--- config.mk ---
export PLATFORM = sky130hd
export DESIGN_NAME = fcwd_top
export DESIGN_NICKNAME = d
export VERILOG_FILES = /design/src/rtl/fcwd_pkg.sv /design/src/rtl/fcwd_ctrl_reg.sv /design/src/rtl/fcwd_countdown.sv /design/src/rtl/fcwd_pulse.sv /design/src/rtl/fcwd_top.sv
export SDC_FILE = /design/constraint.sdc
export NUM_CORES = 1
export LEC_CHECK = 0
export BUFFER_PORTS_ARGS = -buffer_cell sky130_fd_sc_hd__buf_2
export CAP_MARGIN = 10
export CELL_PAD_IN_SITES_DETAIL_PLACEMENT = 1
export CELL_PAD_IN_SITES_GLOBAL_PLACEMENT = 2
export CORE_UTILIZATION = 32
export DETAILED_ROUTE_END_ITERATION = 8
export PLACE_DENSITY = 0.83
export REMOVE_ABC_BUFFERS = 1
export SLEW_MARGIN = 0
export SYNTH_ARGS = -nofsm -noshare
export SYNTH_HDL_FRONTEND = slang
export SYNTH_SLANG_ARGS = --single-unit
--- constraint.sdc ---
create_clock -name clk -period 3.9 [get_ports clk]
set_clock_uncertainty 0.1 [all_clocks]
set_input_delay 0.585 -clock clk [delete_from_list [all_inputs] [get_ports clk]]
set_output_delay 0.585 -clock clk [all_outputs]
set_load 0.1 [all_outputs]
--- src/rtl/fcwd_pkg.sv ---
package fcwd_pkg;
   localparam int BIT_DRV = 6;
   localparam int BIT_RTO = 4;
   localparam int BIT_RFC = 3;
   localparam int BIT_STS = 2;
   localparam int BIT_EN  = 1;

   typedef struct packed {
      logic drv;
      logic rst_to;
      logic rst_fc;
      logic sts;
      logic en;
   } ctrl_t;
endpackage

--- src/rtl/fcwd_ctrl_reg.sv ---
module fcwd_ctrl_reg
   import fcwd_pkg::*;
(
   input  logic       clk,
   input  logic       rst_n,
   input  logic       wr,
   input  logic [7:0] wdata,
   input  logic       to_fire,
   output ctrl_t      ctrl,
   output logic [7:0] rdata
);
   logic unused_rsvd;
   assign unused_rsvd = ^{wdata[7], wdata[5], wdata[0]};

   always_ff @(posedge clk) begin
      if (!rst_n) begin
         ctrl <= '0;
      end else begin
         if (wr) begin
            ctrl.drv    <= wdata[BIT_DRV];
            ctrl.rst_to <= wdata[BIT_RTO];
            ctrl.rst_fc <= wdata[BIT_RFC];
            ctrl.en     <= wdata[BIT_EN];
         end
         // a time-out in the same cycle wins over a clearing write
         if (to_fire)
            ctrl.sts <= 1'b1;
         else if (wr && wdata[BIT_STS])
            ctrl.sts <= 1'b0;
      end
   end

   always_comb begin
      rdata          = '0;
      rdata[BIT_DRV] = ctrl.drv;
      rdata[BIT_RTO] = ctrl.rst_to;
      rdata[BIT_RFC] = ctrl.rst_fc;
      rdata[BIT_STS] = ctrl.sts;
      rdata[BIT_EN]  = ctrl.en;
   end
endmodule

--- src/rtl/fcwd_countdown.sv ---
module fcwd_countdown #(
   parameter int CNT_LOAD = 1000
) (
   input  logic clk,
   input  logic rst_n,
   input  logic en,
   input  logic start,
   output logic to_fire,
   output logic locked
);
   localparam int CW = $clog2(CNT_LOAD + 1);
   localparam logic [CW-1:0] LOAD_V = CW'(CNT_LOAD);

   logic [CW-1:0] cnt;
   logic          running;

   assign to_fire = running && (cnt == '0);

   always_ff @(posedge clk) begin
      if (!rst_n || !en) begin
         running <= 1'b0;
         cnt     <= LOAD_V;
         locked  <= 1'b0;
      end else if (to_fire) begin
         running <= 1'b0;
         cnt     <= LOAD_V;
         locked  <= 1'b1;
      end else if (start) begin
         running <= 1'b1;
         cnt     <= LOAD_V;
      end else if (running) begin
         cnt <= cnt - 1'b1;
      end
   end
endmodule

--- src/rtl/fcwd_pulse.sv ---
module fcwd_pulse #(
   parameter int PULSE_LEN  = 16,
   parameter bit ACTIVE_LOW = 1'b0
) (
   input  logic clk,
   input  logic rst_n,
   input  logic trig,
   output logic active,
   output logic pulse_out
);
   localparam int PW = $clog2(PULSE_LEN + 1);
   localparam logic [PW-1:0] LEN_V = PW'(PULSE_LEN);

   logic [PW-1:0] left;

   always_ff @(posedge clk) begin
      if (!rst_n)
         left <= '0;
      else if (trig)
         left <= LEN_V;
      else if (left != '0)
         left <= left - 1'b1;
   end

   assign active = (left != '0);

   generate
      if (ACTIVE_LOW) begin : g_low
         assign pulse_out = ~active;
      end else begin : g_high
         assign pulse_out = active;
      end
   endgenerate
endmodule

--- src/rtl/fcwd_top.sv ---
module fcwd_top
   import fcwd_pkg::*;
#(
   parameter int             SEL_W          = 4,
   parameter int             CNT_LOAD       = 1000,
   parameter int             PULSE_LEN      = 16,
   parameter logic [SEL_W-1:0] RECOV_SEL    = SEL_W'(3),
   parameter logic [SEL_W-1:0] RST_SEL      = '0,
   parameter bit             RST_ACTIVE_LOW = 1'b0
) (
   input  logic             clk,
   input  logic             rst_n,
   input  logic             reg_wr,
   input  logic [7:0]       reg_wdata,
   output logic [7:0]       reg_rdata,
   input  logic             freq_req_vld,
   input  logic [SEL_W-1:0] freq_req,
   output logic [SEL_W-1:0] freq_sel,
   output logic             sys_rst
);
   generate
      if (SEL_W < 1) begin : g_bad_w
         $error("SEL_W must be at least 1");
      end
      if (CNT_LOAD < 1) begin : g_bad_load
         $error("CNT_LOAD must be at least 1");
      end
      if (PULSE_LEN < 1) begin : g_bad_len
         $error("PULSE_LEN must be at least 1");
      end
   endgenerate

   ctrl_t ctrl;
   logic  to_fire;
   logic  locked;
   logic  change;
   logic  trig;
   logic  rst_act;

   assign change = freq_req_vld && !locked && !to_fire && (freq_req != freq_sel);
   assign trig   = (change && ctrl.rst_fc) || (to_fire && ctrl.rst_to);

   fcwd_ctrl_reg u_reg (
      .clk     (clk),
      .rst_n   (rst_n),
      .wr      (reg_wr),
      .wdata   (reg_wdata),
      .to_fire (to_fire),
      .ctrl    (ctrl),
      .rdata   (reg_rdata)
   );

   fcwd_countdown #(.CNT_LOAD(CNT_LOAD)) u_cnt (
      .clk     (clk),
      .rst_n   (rst_n),
      .en      (ctrl.en),
      .start   (change),
      .to_fire (to_fire),
      .locked  (locked)
   );

   fcwd_pulse #(.PULSE_LEN(PULSE_LEN), .ACTIVE_LOW(RST_ACTIVE_LOW)) u_pls (
      .clk       (clk),
      .rst_n     (rst_n),
      .trig      (trig),
      .active    (rst_act),
      .pulse_out (sys_rst)
   );

   always_ff @(posedge clk) begin
      if (!rst_n)
         freq_sel <= RST_SEL;
      else if (to_fire)
         freq_sel <= RECOV_SEL;
      else if (change)
         freq_sel <= freq_req;
   end
endmodule

# Yosys cells after proc, flatten, opt, wreduce, memory -nomap -nowiden

Index checks and enable logic that the tools add are counted.

Register bits after elaboration: 26
Logic and storage cells: 44
Bits of input ports: 16

Muxes and demuxes: 6
Reductions and logical operators: 22
Equality and inequality tests: 1
$add $sub $neg: 2
Bitwise logic cells: 1

Operators with widths:

| operator                                            | count |
|---|---|
| zero test 10 bit                                    | 1 |
| two-way mux 5 bit                                   | 2 |
| subtractor 10 x 1 -> 10 bit (second input constant) | 1 |
| logical AND 1 bit                                   | 7 |
| nonzero test 2 bit                                  | 3 |
| OR reduction 2 bit                                  | 3 |
| nonzero test 5 bit                                  | 1 |
| subtractor 5 x 1 -> 5 bit (second input constant)   | 1 |
| zero test 1 bit                                     | 4 |
| two-way mux 2 bit                                   | 2 |
| != test 4 bit                                       | 1 |
| OR reduction 3 bit                                  | 1 |
| logical OR 1 bit                                    | 2 |
| two-way mux 1 bit                                   | 2 |
| inverter 1 bit                                      | 1 |

# Logic depth before layout (Yosys ltp)

Depth after elaboration: 8
Mapped depth: 7
Mapped depth without buffers: 6

# Hierarchy

Synthesis repeated with hierarchy kept, for this count alone.

Cells, all modules: 137
Area total of the unflattened synthesis: 1337.5 sq um

By module, submodules not included:

| module         | instances | area each (sq um) | cells an instance |
|---|---|---|---|
| fcwd_countdown | 1         | 590.6             | 62 |
| fcwd_ctrl_reg  | 1         | 255.2             | 26 |
| fcwd_top       | 1         | 249.0             | 24 |
| fcwd_pulse     | 1         | 242.7             | 25 |

# Least setup slack after synthesis

Ideal clock, no wire load.

Path type: reg2out
From: reg u_pls.left[0]
To: out sys_rst
Required time: 3.215 ns
Stages on the path, launching flop included: 5
Setup slack: 1.374 ns
Buffers on the path: 0
Arrival time: 1.841 ns
Cell sequence: dfxtp_1 > inv_1 > ha_1 > nor4b_1 > inv_1

Longest elaborated chain between the ends: 1

RTL lines:

| element                | RTL line         | RTL |
|---|---|---|
| from (decl)            | fcwd_pulse.sv:14 | `logic [PW-1:0] left;` |
| from (signal assigned) | fcwd_pulse.sv:22 | `left <= left - 1'b1;` |
| nonzero test 5 bit     | fcwd_pulse.sv:25 | `assign active = (left != '0);` |
| to (decl)              | fcwd_top.sv:19   | `output logic sys_rst` |

No other way between the ends.

# Worst setup path in the final report

Same ends and word-level chain as after synthesis.

==> results.toml <==
[run_status]
run_status = "complete, no violations"

[worst_setup_path]
worst_path_max_delay_cell = "sky130_fd_sc_hd__buf_2"
worstPathRequired_ns = 3.21
worst-path-buf-inv = 4
crit_path_max_fanout = 6
crit_path_end_kind = "output port"
critPathKind = "flip-flop to output port"
critical_path.most_common_cell = "sky130_fd_sc_hd__inv_1"
cp_cell_sequence = "inv_1, ha_1, nor4b_1, buf_4, inv_1, buf_2"
cp-start-kind = "flip-flop"
arrival_ns = 1.73
critical_path.max_stage_delay_ns = 0.41
cp_top_family = "buffers and inverters"

[floorplanning]
overall_die_area_um2 = 3890
start_util_pct = 34.1
die_width_um = 62.3
core_region_area_um2 = 3420
fp-row-count = 21
pin_count = 29
dieHeight_um = 62.3

[routing]
wl_mm = 2.20
detail_route.wl_per_cell_um = 11.1
drt_first_iter_violations = 9
post_drt_via_cell_ratio = 4.66
first_pass_iters = 4
final_antenna_net_count = 0
num_vias = 919
drc = 0

[pwr]
power.switching_mw = 0.292
max-vdd-ir-drop_uv = 226
power_frac_comb_pct = 39.4
power.share.sequential_pct = 42.5
p_sw_share_pct = 40.1
power_report.internal_total_mw = 0.436
total_power_per_unit_cell_area_nw_per_um2 = 547
power.leakage_nw = 0.539
p_clk_share_pct = 18.0

[clock_tree]
ctsRootBufferMaster = "sky130_fd_sc_hd__clkbuf_4"
worst_skew_pair.late_latency_ns = 0.31
cts_htree_levels = 1
cts_max_path_buffers = 2
cts_post_setup_buffers_inserted = 0
cts_hold_buf = 0
cts_tree = "done"
clock_sink_count = 26
numCtsBuffers = 3
worst_setup_hold_path_clk_slew_ns = 0.12
post_cts_resize_count = 0

[placement]
globalplace.congestion = 0.690
place_hpwl_mm = 1.80
count_of_buffers_inserted_at_the_top_level_ports = 22
post-place-cells = 193
place_ws_ns = 1.57

[sta]
slew_violations = 0
worstMarginPinSlew_ns = 0.661
max_freq_mhz = 414
grt_setup_unrepaired = "false"
worst_slew_slack_as_a_fraction_of_its_limit_pct = 55.6
timing.setup.tns_ns = 0
timing.final.hold_violations = 0
fin_ws_ns = 1.48
report.final.setup_viol = 0
timing.hold.ws_ns = 0.364
final_critical_period_ns = 2.42
post-route-period-util_pct = 62.0

[cells_and_area]
fillers = 425
layout-area-overhead-vs-synth_pct = 14.4
sequential_cell_area_in_the_final_layout_um2 = 520
design.final.nets = 171
antennaDiodeCount = 0
post_route_cells_drive_above_1_share_pct = 18.5
layoutNonFillerInstCount = 197
multi_input_area_um2 = 574

[job]
timing.max_cap.violations = 0

[synth]
synthArstFlopShare_pct = 0
yosys-top-cells-count = "sky130_fd_sc_hd__dfxtp_1, sky130_fd_sc_hd__nor2_1, sky130_fd_sc_hd__nand2_1"
synth_seq_area_share_pct = 44.7
synth.most_common_cell = "sky130_fd_sc_hd__dfxtp_1"
synth_flop_cell = "sky130_fd_sc_hd__dfxtp_1"
synth-edff-count = 0
syn_area_um2 = 1160
top_area_cell_type_share_of_the_netlist_area_pct = 44.7
synth_top_area_cell = "sky130_fd_sc_hd__dfxtp_1"
yosys_register_bits = 26
synth_area_leaders = "sky130_fd_sc_hd__dfxtp_1, sky130_fd_sc_hd__xnor2_1, sky130_fd_sc_hd__mux2i_1"
syn_warnings = 0
post_synth_inst_count = 131
synth_cell_types = 30
avgSynthCellArea_um2 = 8.89

[global_routing]
via_count_of_the_first_global_routing_pass = 956
grt_use_total_pct = 13.0
first_pass_grt_wire_length_mm = 4.02
maximum_number_of_pins_on_one_net_before_global_route_repair = 15
grt_antenna_before_repair = 0
grt_overflow = 0

[worst_hold_path]
min-delay-path-class = "flip-flop to flip-flop"
[through the flow]
stage	area, µm²	power (mW)	util [%]
global placement	1300	0.592	37.9
finish	1330	0.729	39.0
floorplan	1120	0.543	-
global route	1330	0.772	39.0
CTS	1330	0.741	39.0
detailed placement	1300	0.606	37.9
[layout make-up]
cell class | count | area share (%)
inverters | 7 | 1.97
flip-flops and latches | 26 | 39.1
repair buffers | 23 | 8.83
multi-input cells | 91 | 43.1
clock buffers | 4 | 2.72
well taps | 46 | 4.32
[power groups by stage]
stage                     Clock, mW  Combinational [mW]  Sequential (mW)
after CTS                     0.140               0.291            0.310
final                         0.131               0.287            0.310
after global placement            0               0.278            0.314
after floorplan                   0               0.196            0.347
after detailed placement          0               0.289            0.316
after global routing          0.150               0.309            0.313
[final timing paths]
path | from | end | slack (ns) | cells past startpoint
hold reg to reg | u_reg.ctrl[1] | u_reg.ctrl[1] | 0.36 | 2
setup reg to reg | u_cnt.cnt[2] | u_pls.left[2] | 1.63 | 4
hold / removal | u_reg.ctrl[1] | u_reg.ctrl[1] | 0.36 | 2
setup / recovery | u_pls.left[0] | sys_rst | 1.48 | 6
[flip-flops by register name (all words and copies together), names as in the netlist]
register       cells
u_cnt.cnt         10
u_pls.left         5
u_reg.ctrl         5
freq_sel           4
u_cnt.locked       1
u_cnt.running      1
[kinds of logic (layout without fill, tap and decap cells)]
| group | count (synthesis) | in the layout | share of synthesized area [%] |
|---|---|---|---|
| AO/OA/AOI/OAI | 9 | 9 | 5.16 |
| XOR/XNOR | 16 | 16 | 12.0 |
| adder cells (fa/ha/maj) | 3 | 3 | 3.22 |
| buffers and inverters | 16 | 34 | 6.66 |
| flip-flops | 26 | 26 | 44.7 |
| multiplexers | 8 | 8 | 6.87 |
| other | 1 | 3 | 0.322 |
| AND/OR/NAND/NOR | 52 | 52 | 21.1 |
[worst min-delay path: stages, from the launching register on]
cell and delay [ns]:
sky130_fd_sc_hd__dfxtp_1 0.33, sky130_fd_sc_hd__nand2_1 0.05, sky130_fd_sc_hd__a21oi_1 0.05
[placed cells by master, fill, tap and decap left out]
| cell | netlist | layout |
|---|---|---|
| sky130_fd_sc_hd__nor2_1 | 18 | 18 |
| sky130_fd_sc_hd__clkbuf_4 | 0 | 3 |
| sky130_fd_sc_hd__ha_1 | 3 | 3 |
| sky130_fd_sc_hd__o41a_1 | 1 | 1 |
| sky130_fd_sc_hd__nor4b_1 | 1 | 1 |
| sky130_fd_sc_hd__a211oi_1 | 1 | 1 |
| sky130_fd_sc_hd__buf_4 | 4 | 1 |
| sky130_fd_sc_hd__nor2b_1 | 1 | 1 |
| sky130_fd_sc_hd__dfxtp_1 | 26 | 26 |
| sky130_fd_sc_hd__nor3_1 | 9 | 9 |
| sky130_fd_sc_hd__clkbuf_8 | 0 | 1 |
| sky130_fd_sc_hd__nand2_1 | 12 | 12 |
| sky130_fd_sc_hd__xnor2_1 | 11 | 11 |
| sky130_fd_sc_hd__conb_1 | 1 | 3 |
| sky130_fd_sc_hd__buf_2 | 1 | 22 |
| sky130_fd_sc_hd__mux2i_1 | 8 | 8 |
| sky130_fd_sc_hd__o21ai_0 | 1 | 1 |
| sky130_fd_sc_hd__a311o_1 | 1 | 1 |
| sky130_fd_sc_hd__inv_1 | 6 | 6 |
| sky130_fd_sc_hd__or4_1 | 1 | 1 |
| sky130_fd_sc_hd__clkinv_1 | 1 | 1 |
| sky130_fd_sc_hd__xor2_1 | 5 | 5 |
| sky130_fd_sc_hd__a31oi_1 | 1 | 1 |
| sky130_fd_sc_hd__nand2b_1 | 1 | 1 |
| sky130_fd_sc_hd__or3b_2 | 1 | 1 |
| sky130_fd_sc_hd__nand3_1 | 1 | 1 |
| sky130_fd_sc_hd__or3_1 | 3 | 3 |
| sky130_fd_sc_hd__nand3b_1 | 1 | 1 |
| sky130_fd_sc_hd__nor4_1 | 3 | 3 |
| sky130_fd_sc_hd__a21oi_1 | 4 | 4 |
[per-layer routing]
layer | global-route usage (%) | vias to the layer above | wire [µm]
met2 | 23.6 | 20 | 1130
met1 | 14.3 | 430 | 957
met5 | 0 | - | 0
met4 | 6.98 | 0 | 27
met3 | 2.02 | 2 | 83
li1 | - | 467 | -
Power figures use the tool's default switching activity.
